File: config.mk
export PLATFORM = sky130hd
export DESIGN_NAME = flit_steer_port
export DESIGN_NICKNAME = d
export VERILOG_FILES = /design/src/rtl/fsp_pkg.sv /design/src/rtl/fsp_flit_decode.sv /design/src/rtl/fsp_route_latch.sv /design/src/rtl/fsp_hs_ctrl.sv /design/src/rtl/fsp_out_demux.sv /design/src/rtl/flit_steer_port.sv
export SDC_FILE = /design/constraint.sdc
export NUM_CORES = 1
export LEC_CHECK = 0
export BUFFER_PORTS_ARGS = -buffer_cell sky130_fd_sc_hd__buf_2
export CAP_MARGIN = 20
export CORE_AREA = 10 10 68 98
export CTS_CLUSTER_SIZE = 40
export DETAILED_ROUTE_END_ITERATION = 8
export DIE_AREA = 0 0 78 108
export PLACE_DENSITY_LB_ADDON = 0.2
export SYNTH_ARGS = -nofsm -noshare
export SYNTH_HDL_FRONTEND = slang
export SYNTH_SLANG_ARGS = --single-unit
File: constraint.sdc
create_clock -name clk -period 1.75 [get_ports clk]
set_input_delay 0.0875 -clock clk [delete_from_list [all_inputs] [get_ports clk]]
set_output_delay 0.0875 -clock clk [all_outputs]
set_load 0.02 [all_outputs]
File: src/rtl/fsp_pkg.sv
package fsp_pkg;

  // One-hot flit kind as carried on the three request wires
  typedef struct packed {
    logic hdr;
    logic mid;
    logic fin;
  } fkind_t;

  // Clocked four-phase handshake progress
  typedef enum logic [2:0] {
    ST_IDLE = 3'd0,   // waiting for an upstream request
    ST_REQ  = 3'd1,   // request forwarded, waiting for downstream ack
    ST_ACK  = 3'd2,   // ack returned upstream, waiting for request to drop
    ST_RTZ  = 3'd3,   // request dropped, waiting for downstream ack to drop
    ST_ERR  = 3'd4    // absorbing an illegal flit
  } hs_state_t;

endpackage

File: src/rtl/fsp_flit_decode.sv
module fsp_flit_decode
  import fsp_pkg::*;
#(
  parameter int DATA_W = 32,
  parameter int DIR_W  = 2
) (
  input  logic              req_hdr,
  input  logic              req_mid,
  input  logic              req_end,
  input  logic [DATA_W-1:0] data,
  output logic              any_req,
  output logic              kind_ok,
  output fkind_t            kind,
  output logic [DIR_W-1:0]  hdr_dir,
  output logic [DATA_W-1:0] rot_data
);

  always_comb begin
    kind.hdr = req_hdr;
    kind.mid = req_mid;
    kind.fin = req_end;
    any_req  = req_hdr | req_mid | req_end;
    kind_ok  = (req_hdr & ~req_mid & ~req_end) |
               (~req_hdr & req_mid & ~req_end) |
               (~req_hdr & ~req_mid & req_end);
  end

  // Direction lives in the top bits of the header word
  assign hdr_dir  = data[DATA_W-1 -: DIR_W];
  // Rotate left so the next hop's direction reaches the top
  assign rot_data = {data[DATA_W-DIR_W-1:0], data[DATA_W-1 -: DIR_W]};

endmodule

File: src/rtl/fsp_route_latch.sv
module fsp_route_latch #(
  parameter int DIR_W = 2
) (
  input  logic             clk,
  input  logic             rst,
  input  logic             capture,
  input  logic             release_pkt,
  input  logic [DIR_W-1:0] dir_in,
  output logic [DIR_W-1:0] dir_q,
  output logic             open_q
);

  always_ff @(posedge clk) begin
    if (rst) begin
      dir_q  <= '0;
      open_q <= 1'b0;
    end else if (capture) begin
      dir_q  <= dir_in;
      open_q <= 1'b1;
    end else if (release_pkt) begin
      open_q <= 1'b0;
    end
  end

endmodule

File: src/rtl/fsp_hs_ctrl.sv
module fsp_hs_ctrl
  import fsp_pkg::*;
#(
  parameter int DATA_W = 32,
  parameter int DIR_W  = 2
) (
  input  logic              clk,
  input  logic              rst,
  input  logic              any_req,
  input  logic              kind_ok,
  input  fkind_t            kind,
  input  logic [DIR_W-1:0]  hdr_dir,
  input  logic [DATA_W-1:0] rot_data,
  input  logic [DATA_W-1:0] plain_data,
  input  logic [DIR_W-1:0]  held_dir,
  input  logic              pkt_open,
  input  logic              ack_sel,
  output logic              fwd_q,
  output fkind_t            kind_q,
  output logic [DIR_W-1:0]  sel_q,
  output logic [DATA_W-1:0] data_q,
  output logic              in_ack_q,
  output logic              err_q,
  output logic              capture_hdr,
  output logic              release_pkt
);

  hs_state_t state_q;
  logic      idle_req;
  logic      start_ok;
  logic      start_bad;

  always_comb begin
    idle_req    = (state_q == ST_IDLE) && any_req;
    start_ok    = idle_req && kind_ok && (kind.hdr || pkt_open);
    start_bad   = idle_req && !start_ok;
    capture_hdr = start_ok && kind.hdr;
    release_pkt = start_ok && kind.fin;
  end

  always_ff @(posedge clk) begin
    if (rst) begin
      state_q  <= ST_IDLE;
      fwd_q    <= 1'b0;
      kind_q   <= '0;
      sel_q    <= '0;
      data_q   <= '0;
      in_ack_q <= 1'b0;
      err_q    <= 1'b0;
    end else begin
      case (state_q)
        ST_IDLE: begin
          if (start_ok) begin
            fwd_q   <= 1'b1;
            kind_q  <= kind;
            sel_q   <= kind.hdr ? hdr_dir : held_dir;
            data_q  <= kind.hdr ? rot_data : plain_data;
            state_q <= ST_REQ;
          end else if (start_bad) begin
            err_q    <= 1'b1;
            in_ack_q <= 1'b1;
            state_q  <= ST_ERR;
          end
        end
        ST_REQ: begin
          if (ack_sel) begin
            in_ack_q <= 1'b1;
            state_q  <= ST_ACK;
          end
        end
        ST_ACK: begin
          if (!any_req) begin
            fwd_q   <= 1'b0;
            state_q <= ST_RTZ;
          end
        end
        ST_RTZ: begin
          if (!ack_sel) begin
            in_ack_q <= 1'b0;
            state_q  <= ST_IDLE;
          end
        end
        ST_ERR: begin
          if (!any_req) begin
            err_q    <= 1'b0;
            in_ack_q <= 1'b0;
            state_q  <= ST_IDLE;
          end
        end
        default: state_q <= ST_IDLE;
      endcase
    end
  end

endmodule

File: src/rtl/fsp_out_demux.sv
module fsp_out_demux
  import fsp_pkg::*;
#(
  parameter int NUM_OUT = 4,
  parameter int DIR_W   = 2
) (
  input  logic               fwd,
  input  fkind_t             kind,
  input  logic [DIR_W-1:0]   sel,
  input  logic [NUM_OUT-1:0] out_ack,
  output logic [NUM_OUT-1:0] out_hdr,
  output logic [NUM_OUT-1:0] out_mid,
  output logic [NUM_OUT-1:0] out_end,
  output logic               ack_sel
);

  logic [NUM_OUT-1:0] hit;

  for (genvar i = 0; i < NUM_OUT; i++) begin : g_ch
    assign hit[i]     = (sel == DIR_W'(i));
    assign out_hdr[i] = fwd & hit[i] & kind.hdr;
    assign out_mid[i] = fwd & hit[i] & kind.mid;
    assign out_end[i] = fwd & hit[i] & kind.fin;
  end

  assign ack_sel = |(out_ack & hit);

endmodule

File: src/rtl/flit_steer_port.sv
module flit_steer_port
  import fsp_pkg::*;
#(
  parameter int DATA_W  = 32,
  parameter int NUM_OUT = 4
) (
  input  logic               clk,
  input  logic               rst,
  input  logic               in_hdr,
  input  logic               in_mid,
  input  logic               in_end,
  input  logic [DATA_W-1:0]  in_data,
  output logic               in_ack,
  output logic [NUM_OUT-1:0] out_hdr,
  output logic [NUM_OUT-1:0] out_mid,
  output logic [NUM_OUT-1:0] out_end,
  output logic [DATA_W-1:0]  out_data,
  input  logic [NUM_OUT-1:0] out_ack,
  output logic               proto_err
);

  localparam int DIR_W = (NUM_OUT > 1) ? $clog2(NUM_OUT) : 1;

  logic              any_req;
  logic              kind_ok;
  fkind_t            kind;
  logic [DIR_W-1:0]  hdr_dir;
  logic [DATA_W-1:0] rot_data;
  logic [DIR_W-1:0]  held_dir;
  logic              pkt_open;
  logic              capture_hdr;
  logic              release_pkt;
  logic              ack_sel;
  logic              fwd_q;
  fkind_t            kind_q;
  logic [DIR_W-1:0]  sel_q;

  fsp_flit_decode #(.DATA_W(DATA_W), .DIR_W(DIR_W)) u_dec (
    .req_hdr (in_hdr),
    .req_mid (in_mid),
    .req_end (in_end),
    .data    (in_data),
    .any_req (any_req),
    .kind_ok (kind_ok),
    .kind    (kind),
    .hdr_dir (hdr_dir),
    .rot_data(rot_data)
  );

  fsp_route_latch #(.DIR_W(DIR_W)) u_route (
    .clk        (clk),
    .rst        (rst),
    .capture    (capture_hdr),
    .release_pkt(release_pkt),
    .dir_in     (hdr_dir),
    .dir_q      (held_dir),
    .open_q     (pkt_open)
  );

  fsp_hs_ctrl #(.DATA_W(DATA_W), .DIR_W(DIR_W)) u_ctrl (
    .clk        (clk),
    .rst        (rst),
    .any_req    (any_req),
    .kind_ok    (kind_ok),
    .kind       (kind),
    .hdr_dir    (hdr_dir),
    .rot_data   (rot_data),
    .plain_data (in_data),
    .held_dir   (held_dir),
    .pkt_open   (pkt_open),
    .ack_sel    (ack_sel),
    .fwd_q      (fwd_q),
    .kind_q     (kind_q),
    .sel_q      (sel_q),
    .data_q     (out_data),
    .in_ack_q   (in_ack),
    .err_q      (proto_err),
    .capture_hdr(capture_hdr),
    .release_pkt(release_pkt)
  );

  fsp_out_demux #(.NUM_OUT(NUM_OUT), .DIR_W(DIR_W)) u_demux (
    .fwd    (fwd_q),
    .kind   (kind_q),
    .sel    (sel_q),
    .out_ack(out_ack),
    .out_hdr(out_hdr),
    .out_mid(out_mid),
    .out_end(out_end),
    .ack_sel(ack_sel)
  );

endmodule

==> flow_summary.toml <==
[power_and_ir_drop]
clkPwrFrac_pct = 25.0
power_density_mw_per_mm2 = 911.8
cellLeakagePower_nw = 1.257
p_sw_w = 0.0008952
internal_power_w = 0.001734
pwr-share-seq_pct = 46.6
pwr-share-comb_pct = 28.4
max-vdd-ir-drop_v = 0.0004721
p_sw_share_pct = 34.04

[yosys]
syn-num-nets = 288
async_flop_share_pct = 0
synthCells = 247
syn_area_mm2 = 0.002326
synth-seq-cells = 46
yosysUniqueCellTypes = 37
synthFlopType = "dfxtp_1"
ys_seq_area_share_pct = 39.59
synth-edff-count = 0
synth_warnings = 0
syn_area_per_cell_um2 = 9.417

[clocking]
hold_buffers = 0
cts_made_buffers = 5
clock_latency_ns = 0.31
clockBufferDepth = 2
cts_setup_buffers = 0
cts_max_level = 2
cts_root_buffer = "clkbuf_8"
cts_resized = 0
cts_tree = "done"
cts.clk_slew.worst_paths_ns = 0.09
cts_sinks = 46

[global_routing]
grtUsageTotal_pct = 15.27
grt_max_degree = 37
grt_pass1_vias = 2100
grt_first_pass_wirelength_um = 10600
overflow = 0
grt_antenna_before_repair = 0

[drt]
drc = 0
first_pass_iters = 4
avgRoutedWirePerCell_um = 16.66
num_vias = 2143
drt_iter0_markers = 139
wirelength_um = 6549
vias_per_cell = 5.453
antenna_left = 0

[critical_path]
r2r_setup_slack_ns = 0.21
cp-end-kind = "register"
crit_fanout = 15
cp-start-kind = "register"
worstSetupPathType = "reg2reg"
critPathRequiredTime_ns = 1.97
cp.arrival_ns = 1.76

[floorplanning]
initial_core_util_pct = 46.48
core.rowCount = 32
dieWidth_um = 78
coreArea_mm2 = 0.005005
die_h_um = 108
die_area_mm2 = 0.008424
io_pins = 87

[timing]
fin_crit_ns = 1.539
clock_skew_ns = 0.01069
finalHoldViolCount = 0
max_freq_ghz = 0.6499
setup_violations = 0
fin_crit_sh_pct = 87.92
relSlewSlack_pct = 52.73
rsz0062_at_grt = "false"
tightest_slew_ns = 0.7090
hold_slack_ns = 0.08114
drv_slew = 0
setup-tns-final_ns = 0

[finish]
fin_nets = 365
drive_above_1_share_pct = 36.31
fin_util_pct = 57.63
syn_to_final_growth_pct = 23.99
antenna_cells = 0

[flow_run]
max_cap_viol_count = 0

[placed_design]
hpwlAfterDp_um = 4819
port_buffers = 86
gp_congestion = 0.7934

[worst_hold_path]
hp-class = "in2reg"

[run_status]
outcome = "complete, no violations"
area by class of cell:
class / instances / area, um^2
multi-input cells: 175 / 1257
well taps: 68 / 85.08
clock inverters: 3 / 21.27
flip-flops and latches: 46 / 920.9
repair buffers: 96 / 530.5
clock buffers: 5 / 68.82
fillers: 499 / 2121
flip-flops by register name (all words and copies together), names as in the netlist:
register         count
u_route.dir_q        2
u_ctrl.data_q       32
u_route.open_q       1
u_ctrl.kind_q        3
u_ctrl.in_ack_q      1
u_ctrl.err_q         1
u_ctrl.sel_q         2
u_ctrl.state_q       3
u_ctrl.fwd_q         1
routing by layer:
metal	GRT usage [%]	vias to the layer above	share of wire, %	wire length (um)
met2	26.16	72	51	3355
met3	5.066	9	7.0	458
met1	17.35	992	40	2640
met5	0	-	0	0
met4	5.398	0	1.4	94
li1	-	1070	-	-
placed cells by master (no fill, tap or decap), types with 4 or more instances in the layout:
master    count
a211oi_2      5
nor2_1       12
mux2i_1      34
buf_4         8
a211oi_1     30
dfxtp_1      46
nand2_1      11
nand2b_1      5
a21oi_1      41
nor3_1        5
nand3_1       4
clkbuf_8      5
buf_2        86
synth_stat cells, drive strengths merged (2+ instances only):
cell type  count  area share, %
dfxtp         46             40
a21oi         41            8.8
a211oi        35             12
mux2i         34             15
buf           18            5.1
nor2          13            2.2
nand2         11            1.8
clkbuf         8            1.3
nor3           6            1.8
nand2b         5            1.3
nand3          4           0.86
o21ai          4            1.0
nor3b          3           0.97
a31oi          2           0.54
or3            2           0.54
path summary, 6_finish.rpt:
kind	startpoint	end	depth (start not counted)
max	u_ctrl.state_q[0]	u_ctrl.data_q[8]	5
min	in_data[30]	u_route.dir_q[0]	3
max reg2reg	u_ctrl.state_q[0]	u_ctrl.data_q[8]	5
min reg2reg	u_route.dir_q[0]	u_route.dir_q[0]	2
power groups by stage:
stage	Sequential (W)	Combinational (W)	Clock (W)
6_report	0.00122	0.000747	0.000658
2_1_floorplan	0.00134	0.000425	0
5_1_grt	0.00124	0.000818	0.000732
4_1_cts	0.00122	0.000754	0.000680
3_5_place_dp	0.00125	0.000752	0
3_3_place_gp	0.00125	0.000744	0
worst max-delay path: stages, from the launching register on:
cell and delay [ns]:
dfxtp_1 0.39, nor3_4 0.28, o211a_1 0.24, buf_4 0.23, a21oi_1 0.08, a211oi_1 0.23
logic make-up after synthesis:
logic type	synth area share, %
AND/OR/NAND/NOR	10.81
XOR/XNOR	1.076
buffers and inverters	6.347
AO/OA/AOI/OAI	26.14
adder cells (fa/ha/maj)	0.4304
flip-flops	39.59
multiplexers	15.60
through the flow:
stage | setup slack [ns] | area, um^2 | std cells | total power, W
3_5_place_dp | 0.2192 | 2794 | 385 | 0.001999
3_3_place_gp | 0.2515 | 2794 | 385 | 0.001990
2_1_floorplan | 0.2353 | 2326 | 247 | 0.001762
6_report | 0.2114 | 2884 | 393 | 0.002630
4_1_cts | 0.2096 | 2884 | 393 | 0.002658
5_1_grt | 0.06300 | 2884 | 393 | 0.002788
(Power assumes the default switching activity.)
